File: src/rtl/rxs_pkg.sv
package rxs_pkg;

    typedef enum logic {
        SYNC_LOST = 1'b0,
        SYNC_HELD = 1'b1
    } sync_st_e;

endpackage

File: src/rtl/rxs_thresh_norm.sv
module rxs_thresh_norm #(
    parameter int W = 4
) (
    input  logic [W-1:0] raw_i,
    output logic [W-1:0] eff_o
);
    localparam logic [W-1:0] ONE = W'(1);

    always_comb begin
        eff_o = (raw_i == '0) ? ONE : raw_i;
    end
endmodule

File: src/rtl/rxs_sync_fsm.sv
module rxs_sync_fsm
    import rxs_pkg::*;
#(
    parameter int W = 4
) (
    input  logic         clk_i,
    input  logic         rst_ni,
    input  logic         enable_i,
    input  logic         chk_valid_i,
    input  logic         chk_err_i,
    input  logic [W-1:0] acq_eff_i,
    input  logic [W-1:0] loss_eff_i,
    output logic         sync_o,
    output logic         chg_o
);
    localparam int CW = W + 1;

    typedef struct packed {
        sync_st_e       st;
        logic [W-1:0]   good_run;
        logic [W-1:0]   bad_run;
    } fsm_t;

    fsm_t state_d, state_q;
    logic [CW-1:0] good_inc, bad_inc;

    always_comb begin
        state_d  = state_q;
        good_inc = {1'b0, state_q.good_run} + CW'(1);
        bad_inc  = {1'b0, state_q.bad_run} + CW'(1);
        if (!enable_i) begin
            state_d.st       = SYNC_LOST;
            state_d.good_run = '0;
            state_d.bad_run  = '0;
        end else if (chk_valid_i) begin
            unique case (state_q.st)
                SYNC_LOST: begin
                    if (chk_err_i) begin
                        state_d.good_run = '0;
                    end else if (good_inc >= {1'b0, acq_eff_i}) begin
                        state_d.st       = SYNC_HELD;
                        state_d.good_run = '0;
                        state_d.bad_run  = '0;
                    end else begin
                        state_d.good_run = good_inc[W-1:0];
                    end
                end
                SYNC_HELD: begin
                    if (!chk_err_i) begin
                        state_d.bad_run = '0;
                    end else if (bad_inc >= {1'b0, loss_eff_i}) begin
                        state_d.st       = SYNC_LOST;
                        state_d.good_run = '0;
                        state_d.bad_run  = '0;
                    end else begin
                        state_d.bad_run = bad_inc[W-1:0];
                    end
                end
                default: state_d.st = SYNC_LOST;
            endcase
        end
        chg_o = (state_d.st != state_q.st);
    end

    always_ff @(posedge clk_i or negedge rst_ni) begin
        if (!rst_ni) begin
            state_q <= '{st: SYNC_LOST, good_run: '0, bad_run: '0};
        end else begin
            state_q <= state_d;
        end
    end

    assign sync_o = (state_q.st == SYNC_HELD);
endmodule

File: src/rtl/rxs_event_latch.sv
module rxs_event_latch (
    input  logic clk_i,
    input  logic rst_ni,
    input  logic set_i,
    input  logic clr_i,
    input  logic irq_en_i,
    output logic evt_o,
    output logic irq_o
);
    typedef struct packed {
        logic evt;
    } evt_t;

    evt_t evt_d, evt_q;

    always_comb begin
        evt_d.evt = set_i | (evt_q.evt & ~clr_i);
    end

    always_ff @(posedge clk_i or negedge rst_ni) begin
        if (!rst_ni) begin
            evt_q <= '0;
        end else begin
            evt_q <= evt_d;
        end
    end

    assign evt_o = evt_q.evt;
    assign irq_o = evt_q.evt & irq_en_i;
endmodule

File: src/rtl/rx_sync_tracker.sv
module rx_sync_tracker #(
    parameter int TH_W = 4
) (
    input  logic            clk_i,
    input  logic            rst_ni,
    input  logic            enable_i,
    input  logic            chk_valid_i,
    input  logic            chk_err_i,
    input  logic [TH_W-1:0] acq_thresh_i,
    input  logic [TH_W-1:0] loss_thresh_i,
    input  logic            evt_clr_i,
    input  logic            irq_en_i,
    output logic            sync_o,
    output logic            stat_sync_o,
    output logic            evt_o,
    output logic            irq_o
);
    logic [TH_W-1:0] acq_eff, loss_eff;
    logic            sync_chg;
    logic            sync_st;

    rxs_thresh_norm #(.W(TH_W)) u_acq_norm (
        .raw_i (acq_thresh_i),
        .eff_o (acq_eff)
    );

    rxs_thresh_norm #(.W(TH_W)) u_loss_norm (
        .raw_i (loss_thresh_i),
        .eff_o (loss_eff)
    );

    rxs_sync_fsm #(.W(TH_W)) u_fsm (
        .clk_i       (clk_i),
        .rst_ni      (rst_ni),
        .enable_i    (enable_i),
        .chk_valid_i (chk_valid_i),
        .chk_err_i   (chk_err_i),
        .acq_eff_i   (acq_eff),
        .loss_eff_i  (loss_eff),
        .sync_o      (sync_st),
        .chg_o       (sync_chg)
    );

    rxs_event_latch u_evt (
        .clk_i    (clk_i),
        .rst_ni   (rst_ni),
        .set_i    (sync_chg),
        .clr_i    (evt_clr_i),
        .irq_en_i (irq_en_i),
        .evt_o    (evt_o),
        .irq_o    (irq_o)
    );

    assign sync_o      = sync_st;
    assign stat_sync_o = sync_st;
endmodule

File: config.mk
export PLATFORM = sky130hd
export DESIGN_NAME = rx_sync_tracker
export DESIGN_NICKNAME = d
export VERILOG_FILES = /design/src/rtl/rxs_pkg.sv /design/src/rtl/rxs_thresh_norm.sv /design/src/rtl/rxs_sync_fsm.sv /design/src/rtl/rxs_event_latch.sv /design/src/rtl/rx_sync_tracker.sv
export SDC_FILE = /design/constraint.sdc
export NUM_CORES = 1
export LEC_CHECK = 0
export ABC_AREA = 1
export CORE_MARGIN = 8
export CORE_UTILIZATION = 35
export CTS_CLUSTER_DIAMETER = 150
export CTS_CLUSTER_SIZE = 14
export DETAILED_ROUTE_END_ITERATION = 12
export DONT_BUFFER_PORTS = 1
export GPL_TIMING_DRIVEN = 0
export HOLD_SLACK_MARGIN = 0.08
export PLACE_DENSITY = 0.59
export SLEW_MARGIN = 20
export SYNTH_ARGS = -nofsm -noshare
export SYNTH_HDL_FRONTEND = slang
export SYNTH_HIERARCHICAL = 1
export SYNTH_SLANG_ARGS = --single-unit
File: constraint.sdc
create_clock -name clk_i -period 2.25 [get_ports clk_i]
set_input_delay 0 -clock clk_i [delete_from_list [all_inputs] [get_ports clk_i]]
set_output_delay 0 -clock clk_i [all_outputs]
set_load 0.01 [all_outputs]
Yosys cells after proc, flatten, opt, wreduce, memory -nomap -nowiden. Index checks and enable logic that the tools add are counted.

Register bits: 10. Input bits: 15. Output and inout bits: 4. Logic and storage cells: 38.

Add/subtract/negate cells: 2. Order comparisons: 2. Equal/unequal tests: 6. Multiplexer cells: 15. Bitwise logic cells: 5. Reduce and logical (&&, ||, !) cells: 4.

Operators with widths (number): $mux 4 (8); $mux 9 (2); $pmux 9 s2 (1); $add 4x1->5 const B (2); $ge 5x4->1 (2); $mux 5 (2); $ne 3x3->1 const B (3); $logic_not 4->1 (2); $reduce_and 3->1 (2); $ne 3x2->1 const B (1); $and 1x1->1 (2); $mux 1 (2); $ne 2x1->1 const B (1); $not 1->1 (2); $ne 1x1->1 (1); $or 1x1->1 (1).

Logic depth before layout (Yosys ltp). Gate-level depths: netlist of the first run.

Word-level depth: 10. Depth in mapped cells: 15. Gate-level depth less buffers: 15.

Modules after synthesis. The synthesis of the first run kept the hierarchy.

Modules (own cells, without submodules): rxs_sync_fsm (instances 1, cells each 116, area an instance 792.0 um^2, sequential area each 225.2 um^2); rxs_thresh_norm (instances 2, cells each 8, area an instance 30.0 um^2, sequential area each 0.0 um^2); rxs_event_latch (instances 1, cells each 7, area an instance 47.5 um^2, sequential area each 25.0 um^2); rx_sync_tracker (instances 1, cells each 1, area an instance 7.5 um^2, sequential area each 0.0 um^2).

Least setup slack after synthesis of the first run. OpenSTA, ideal clock, no wires.

Path type: reg-to-reg. From: reg u_fsm/state_q[4] (netlist name). To: reg u_evt.evt_q, in the netlist u_evt/evt_o. Setup time: 0.117 ns. Data arrival time: 1.700 ns. Required time: 2.133 ns. Setup slack: 0.434 ns. Cell stages (with the launch flop): 15. Buffers on the path: 0. Period minus slack after synthesis: 1.816 ns. Path through: dfrtp_1 > ha_1 > xor2_1 > ha_1 > nand2_1 > a21oi_1 > nor2_1 > nand2_1 > nand3_1 > nand2_1 > nand2_1 > nand2_1 > nand2_1 > inv_1 > nand2_1.

Longest elaborated chain between the ends: 9.

Ends and longest elaborated chain: from (decl) (line rxs_sync_fsm.sv:24) `fsm_t state_d, state_q;`; from (signal assigned) (line rxs_sync_fsm.sv:67) `state_q <= '{st: SYNC_LOST, good_run: '0, bad_run: '0};`; from (signal assigned) (line rxs_sync_fsm.sv:69) `state_q <= state_d;`; $add 4x1->5 (line rxs_sync_fsm.sv:29) `good_inc = {1'b0, state_q.good_run} + CW'(1);`; $ge 5x4->1 (line rxs_sync_fsm.sv:40) `end else if (good_inc >= {1'b0, acq_eff_i}) begin`; $mux 1 (line rxs_sync_fsm.sv:40); $mux 1 (line rxs_sync_fsm.sv:38) `if (chk_err_i) begin`; $pmux 9 s2 (line rxs_sync_fsm.sv:36) `unique case (state_q.st)`; $mux 9 (line rxs_sync_fsm.sv:35) `end else if (chk_valid_i) begin`; $mux 9 (line rxs_sync_fsm.sv:31) `if (!enable_i) begin`; $ne 1x1->1 (line rxs_sync_fsm.sv:62) `chg_o = (state_d.st != state_q.st);`; net sync_chg (line rx_sync_tracker.sv:19) `logic sync_chg;`; $or 1x1->1 (line rxs_event_latch.sv:17) `evt_d.evt = set_i | (evt_q.evt & ~clr_i);`; net u_evt.evt_d (line rxs_event_latch.sv:14) `evt_t evt_d, evt_q;`; to (signal assigned) (line rxs_event_latch.sv:24) `evt_q <= evt_d;`; to (decl) (line rxs_event_latch.sv:14).

The timed path passes the listed nets, and every way through them passes these cells. The select of a mux whose other input is x is not followed. A chain may end at the register's enable or synchronous reset.

Final worst setup path of the first run. Same ends and word-level chain as after synthesis.

==> flow_metrics.py, run 1 <==
metrics = {
    "clock_network": {
        "post-cts-setup-buffer-count": 0,
        "cts.sinks": 10,
        "cts-htree-levels": 1,
        "clkLatencyLatePin_ns": 0.27,
        "path_clk_slew_ns": 0.07,
        "cts_root_buffer": "clkbuf_4",
        "ctsHoldBuffers": 5,
        "numCtsBuffers": 3,
        "cts_tree": "built",
        "cts_resized": 0,
        "cts_max_path_buffers": 2,
    },
    "finish": {
        "syn_to_final_growth_pct": 13.66,
        "antenna_cells": 0,
        "layout.nets": 175,
        "drive_above_1_share": 0.08054,
    },
    "setup_path": {
        "r2r_cells": 14,
        "slowest_delay_ns": 0.43,
        "critPathArrivalTime_ns": 2.17,
        "rr_endpoint": "u_evt/evt_o$_DFF_PN0_",
        "crit_chain": "ha_1 > xor2_1 > ha_1 > nand2_1 > a21oi_1 > nor2_1 > nand2_1 > nand3_1 > nand2_1 > nand2_1 > nand2_1 > nand2_1 > inv_1 > nand2_1",
        "cp-end-kind": "flip-flop",
        "worstReg2RegStart": "u_fsm/state_q[4]$_DFFE_PN0P_",
        "cp-startpoint": "u_fsm/state_q[4]$_DFFE_PN0P_",
        "r2r_setup_slack_ns": 0.24,
        "critical_path_class": "reg2reg",
        "crit_path_start_kind": "flip-flop",
        "cp_slowest_cell": "dfrtp_1",
        "cp.required_ns": 2.41,
        "cp_max_fo": 5,
        "path_common_cell": "nand2_1",
    },
    "global_route": {
        "overflow": 0,
        "grt_pass1_wl_mm": 3.201,
        "first_global_vias": 813,
        "grt_max_degree": 11,
        "grt_use_total": 0.09069,
        "grt_antenna_before_repair": 0,
    },
    "outcome": {
        "outcome": "finished, final reports clean",
    },
    "place": {
        "hpwlAfterDp_mm": 1.546,
        "io_buffer_count": 0,
        "gp_congestion": 0.7770,
    },
    "drt": {
        "route.detailed.drc": 0,
        "vias": 816,
        "drtAntennaViolNets": 0,
        "drtIter0Drc": 33,
        "first_pass_iters": 4,
        "wl_mm": 1.870,
        "wl_per_cell_um": 10.45,
        "vias_per_cell": 4.559,
    },
    "floorplanning": {
        "fp.dieH_um": 66.91,
        "die_area_um2": 4477,
        "die_w_um": 66.91,
        "coreArea_um2": 2477,
        "ios": 19,
        "initial_core_util": 0.3662,
        "num_rows": 18,
    },
    "synthesis": {
        "ys_seq_elements": 10,
        "syn_inst": 140,
        "yosysMostFrequentCell": "nand2_1",
        "synth_ff_type": "dfrtp_1",
        "synthTopCellsByCount": "nand2_1 (49), inv_1 (32), dfrtp_1 (10), ha_1 (10), nand3_1 (10)",
        "syn_nets": 165,
        "yosysWarnings": 6,
        "synth_edf_count": 0,
        "synth.largest_area_cell": "dfrtp_1",
        "synth_seq_area_share": 0.2759,
        "synth_cell_types": 18,
        "async_flop_share": 1.000,
        "syn_avg_cell_area_um2": 6.479,
        "synth_area_um2": 907.1,
        "synth_area_leaders": "dfrtp_1 (28%), nand2_1 (20%), ha_1 (14%)",
        "netlist.area_leader.share": 0.2759,
    },
    "sta": {
        "fin_tns_setup_ns": 0,
        "setup_viol": 0,
        "hold_ws_ns": 0.09260,
        "slew_headroom": 0.6903,
        "hold_violations": 0,
        "drv_slew": 0,
        "fin_crit_sh": 0.8935,
        "timing.fmax_ghz": 0.4974,
        "worst-slew-pin-transition_ns": 0.4630,
        "grt_setup_unrepaired": "no",
        "period_minus_slack_ns": 2.010,
        "clock_skew_ns": 0.001981,
    },
    "hold_path": {
        "hp-start": "chk_err_i",
        "hold_class": "in2reg",
        "holdPathEnd": "u_fsm/state_q[0]$_DFFE_PN0P_",
        "hold_depth": 6,
    },
    "flow_run": {
        "drv_cap": 0,
    },
    "power_and_ir_drop": {
        "p_per_area_nw_per_um2": 448.2,
        "p_leak_uw": 0.0006477,
        "ir_drop_mv": 0.2635,
    },
}
kinds of logic (layout without fill, tap and decap cells):
family,after synthesis,count (layout),synth area share
DFF,10,10,0.2759
buffers and inverters,39,48,0.1655
xor gates and xnor gates,4,4,0.03863
and+or+nand+nor,75,75,0.3711
AOI/OAI and AO/OA,2,2,0.01102
adders and majority gates,10,10,0.1379
metal layers:
metal / wire length, um / part of all wire / track usage
met1: 874 / 0.47 / 0.1022
met2: 845 / 0.45 / 0.1517
met3: 115 / 0.061 / 0.02181
met4: 34 / 0.018 / 0.05222
met5: 0 / 0 / 0
layout make-up:
class	count	area, um^2
plain buffers	7	30.03
clock buffers	4	36.28
fillers	271	1446
inverters	32	120.1
multi-input cells	91	506.7
flip-flops and latches	10	250.2
well taps	30	37.54
repair buffers	5	50.05
cell usage in the layout, fill, tap and decap left out, drive strengths merged:
cell	instances
a21oi	1
buf	1
clkbuf	10
dfrtp	10
dlygate4sd3	5
ha	10
inv	32
nand2	50
nand3	13
nand4	4
nor2	7
o21ai	1
or2	1
xnor2	2
xor2	2
worst max-delay path by stage:
stage	endpoint	cells past startpoint	slack, ns
2_1_floorplan	u_evt/evt_o$_DFF_PN0_	14	0.43
3_3_place_gp	u_evt/evt_o$_DFF_PN0_	13	0.26
3_5_place_dp	u_evt/evt_o$_DFF_PN0_	13	0.24
4_1_cts	u_evt/evt_o$_DFF_PN0_	13	0.22
5_1_grt	u_evt/evt_o$_DFF_PN0_	13	0.02
6_report	u_evt/evt_o$_DFF_PN0_	14	0.24
flip-flops by register name, summed over array words and instances (netlist names):
signal and cells:
u_fsm/sync_o 1, u_fsm/state_q 8, u_evt/evt_o 1
report_power, final:
group / internal, uW / switching [uW]
Sequential: 188 / 12.6
Combinational: 41.0 / 54.2
Clock: 98.3 / 68.2
Total: 327 / 135
metrics by stage:
| step | setup WS [ns] | power [uW] | utilization | area, um^2 | instances |
|---|---|---|---|---|---|
| after floorplan | 0.4337 | 271.0 | - | 907.1 | 140 |
| after global placement | 0.2573 | 285.5 | 0.3813 | 944.7 | 170 |
| after detailed placement | 0.2397 | 288.2 | 0.3813 | 944.7 | 170 |
| after CTS | 0.2199 | 469.4 | 0.4162 | 1031 | 179 |
| after global routing | 0.02105 | 492.4 | 0.4162 | 1031 | 179 |
| final | 0.2397 | 462.0 | 0.4162 | 1031 | 179 |
critical path, delay by kind of cell (launching register included):
kind            cells  cell delay [ns]
compound gates      1             0.12
xor+xnor            1             0.16
fa+ha+maj           2             0.54
buf+inv             1             0.04
flops               1             0.43
simple gates        9             0.61
Note: power is estimated with default switching activity, not from simulation.
==> inputs of run 2 (changes only) <==
--- a/config.mk
+++ b/config.mk
@@ -5,7 +5,6 @@
 export SDC_FILE = /design/constraint.sdc
 export NUM_CORES = 1
 export LEC_CHECK = 0
-export ABC_AREA = 1
 export CORE_MARGIN = 8
 export CORE_UTILIZATION = 35
 export CTS_CLUSTER_DIAMETER = 150
==> constraint.sdc (replaced) <==
create_clock -name clk_i -period 2.25 [get_ports clk_i]
set_input_delay 0 -clock clk_i [delete_from_list [all_inputs] [get_ports clk_i]]
set_output_delay 0 -clock clk_i [all_outputs]
set_load 0.005 [all_outputs]
==> flow_metrics.py, run 2 <==
metrics = {
    "global_route": {
        "first_global_vias": 716,
        "grt_pass1_wl_mm": 3.091,
        "grt_max_degree": 11,
        "grt_antenna_before_repair": 0,
        "grt_use_total": 0.08717,
        "overflow": 0,
    },
    "sta": {
        "timing.fmax_ghz": 0.4631,
        "clock_skew_ns": 0.005201,
        "drv_slew": 0,
        "fin_tns_setup_ns": 0,
        "setup_viol": 0,
        "hold_ws_ns": 0.07988,
        "worst-slew-pin-transition_ns": 0.4478,
        "slew_headroom": 0.7005,
        "grt_setup_unrepaired": "yes",
        "hold_violations": 0,
        "fin_crit_sh": 0.9596,
        "period_minus_slack_ns": 2.159,
        "fin_ws_ns": 0.09085,
    },
    "drt": {
        "first_pass_iters": 4,
        "vias_per_cell": 4.915,
        "wl_per_cell_um": 12.73,
        "drtIter0Drc": 21,
        "route.detailed.drc": 0,
        "wl_mm": 1.655,
        "drtAntennaViolNets": 0,
        "vias": 639,
    },
    "setup_path": {
        "cp.required_ns": 2.40,
        "cp_max_fo": 4,
        "critPathArrivalTime_ns": 2.31,
        "worst-path-buf-inv": 0,
        "cp-end-kind": "flip-flop",
        "crit_path_start_kind": "flip-flop",
        "critPathTopFamily": "compound AO/OA/AOI/OAI gates",
        "crit_chain": "ha_2 > nor2b_1 > or2_2 > ha_1 > o21ai_2 > o211ai_2 > a31oi_4 > a221o_1",
        "cp_slowest_cell": "dfrtp_1",
        "slowest_delay_ns": 0.41,
        "critical_path_class": "reg2reg",
    },
    "clock_network": {
        "clkLatencyLatePin_ns": 0.26,
        "cts_tree": "built",
        "path_clk_slew_ns": 0.07,
        "cts.sinks": 10,
        "cts-htree-levels": 1,
        "cts_root_buffer": "clkbuf_4",
        "cts_max_path_buffers": 2,
        "numCtsBuffers": 3,
    },
    "hold_path": {
        "hold_class": "in2reg",
    },
    "synthesis": {
        "yosysWarnings": 6,
        "synth_ff_type": "dfrtp_1",
        "syn_inst": 88,
        "syn_nets": 113,
        "synthTopCellsByCount": "dfrtp_1 (10), ha_1 (10), inv_1 (10)",
        "synth_area_leaders": "dfrtp_1 (29%), ha_1 (14%), inv_1 (4.3%)",
        "ys_seq_elements": 10,
        "synth_seq_area_share": 0.2886,
        "netlist.area_leader.share": 0.2886,
        "syn_avg_cell_area_um2": 9.853,
        "async_flop_share": 1.000,
        "synth.largest_area_cell": "dfrtp_1",
        "synth_edf_count": 0,
        "synth_cell_types": 37,
        "synth_area_um2": 867.1,
    },
    "floorplanning": {
        "die_w_um": 65.78,
        "initial_core_util": 0.3598,
        "num_rows": 18,
        "coreArea_um2": 2410,
        "fp.dieH_um": 65.78,
        "ios": 19,
        "die_area_um2": 4326,
    },
    "finish": {
        "largest_reg_flops": 8,
        "syn_to_final_growth_pct": 17.89,
        "final_cell_mix": "inv_1 (10), dfrtp_1 (10), ha_1 (8)",
        "antenna_cells": 0,
        "n_fill_cell": 237,
        "largest_register": "u_fsm/state_q",
        "drive_above_1_share": 0.2400,
        "post-route-util": 0.4242,
        "layout.nets": 126,
    },
    "power_and_ir_drop": {
        "p_leak_uw": 0.0005026,
        "ir_drop_mv": 0.2187,
        "total_power_uw": 420.5,
        "p_per_area_nw_per_um2": 411.4,
    },
    "place": {
        "io_buffer_count": 0,
        "hpwlAfterDp_mm": 1.334,
        "gp_congestion": 0.7588,
        "dp_slack_ns": -0.06459,
    },
    "flow_run": {
        "drv_cap": 0,
    },
    "outcome": {
        "outcome": "finished, final reports clean",
    },
}
## run 2: path summary, 6_finish.rpt
kind	from	to	slack [ns]	cells past startpoint
min	enable_i	u_evt/evt_o$_DFF_PN0_	0.08	3
max in group asynchronous	rst_ni	u_fsm/state_q[4]$_DFFE_PN0P_	1.82	1
min in group asynchronous	rst_ni	u_evt/evt_o$_DFF_PN0_	0.12	1
min reg2reg	u_evt/evt_o$_DFF_PN0_	u_evt/evt_o$_DFF_PN0_	0.53	1
max reg2reg	u_fsm/state_q[4]$_DFFE_PN0P_	u_fsm/state_q[2]$_DFFE_PN0P_	0.09	8
max	u_fsm/state_q[4]$_DFFE_PN0P_	u_fsm/state_q[2]$_DFFE_PN0P_	0.09	8
## run 2: power by group
group	switching [uW]	total [uW]	internal [uW]
combinational	37.3	76.9	39.6
sequential	3.30	186	183
clock	59.7	158	98.1
## run 2: area by class of cell
type	instances	area, um^2	share of cell area
buffer	7	30.03	0.02938
clock buffer	4	36.28	0.03550
inverter	10	37.54	0.03672
multi-input combinational	61	558.0	0.5459
sequential	10	250.2	0.2448
tap	30	37.54	0.03672
timing repair buffer	8	72.57	0.07099
## run 2: repair_timing
action                                  CTS  global route
gates resized for setup                   1             3
hold buffers                              5             0
endpoints found under the setup margin    5             7
buffers inserted                          0             3
pin swaps                                 0             5
hold endpoints to repair                 20             0
## run 2: logic make-up (layout without fill, tap and decap cells)
logic type | count (synthesis) | count (layout) | share of synthesized area
fa+ha+maj | 10 | 10 | 0.1443
xor+xnor | 3 | 3 | 0.03031
simple gates | 22 | 22 | 0.1645
buf+inv | 17 | 29 | 0.07793
compound gates | 24 | 24 | 0.2641
mux | 2 | 2 | 0.03030
flops | 10 | 10 | 0.2886
## run 2: metal layers
metal | GRT usage | vias up | wire [um]
li1 | - | 339 | -
met1 | 0.1158 | 280 | 824
met2 | 0.1291 | 18 | 694
met3 | 0.02542 | 2 | 125
met4 | 0.03270 | 0 | 10
met5 | 0 | - | 0
## run 2: worst register-to-register path, cell delays in order, from the launching register on
cell and delay (ns):
dfrtp_1 0.41, ha_2 0.20, nor2b_1 0.13, or2_2 0.28, ha_1 0.29, o21ai_2 0.07
o211ai_2 0.24, a31oi_4 0.13, a221o_1 0.30
## run 2: per-stage QoR
step,std cells,cell area (um^2)
final,130,1022
after global routing,130,1022
after CTS,127,991.0
after detailed placement,118,904.6
after global placement,118,904.6
after floorplan,88,867.1
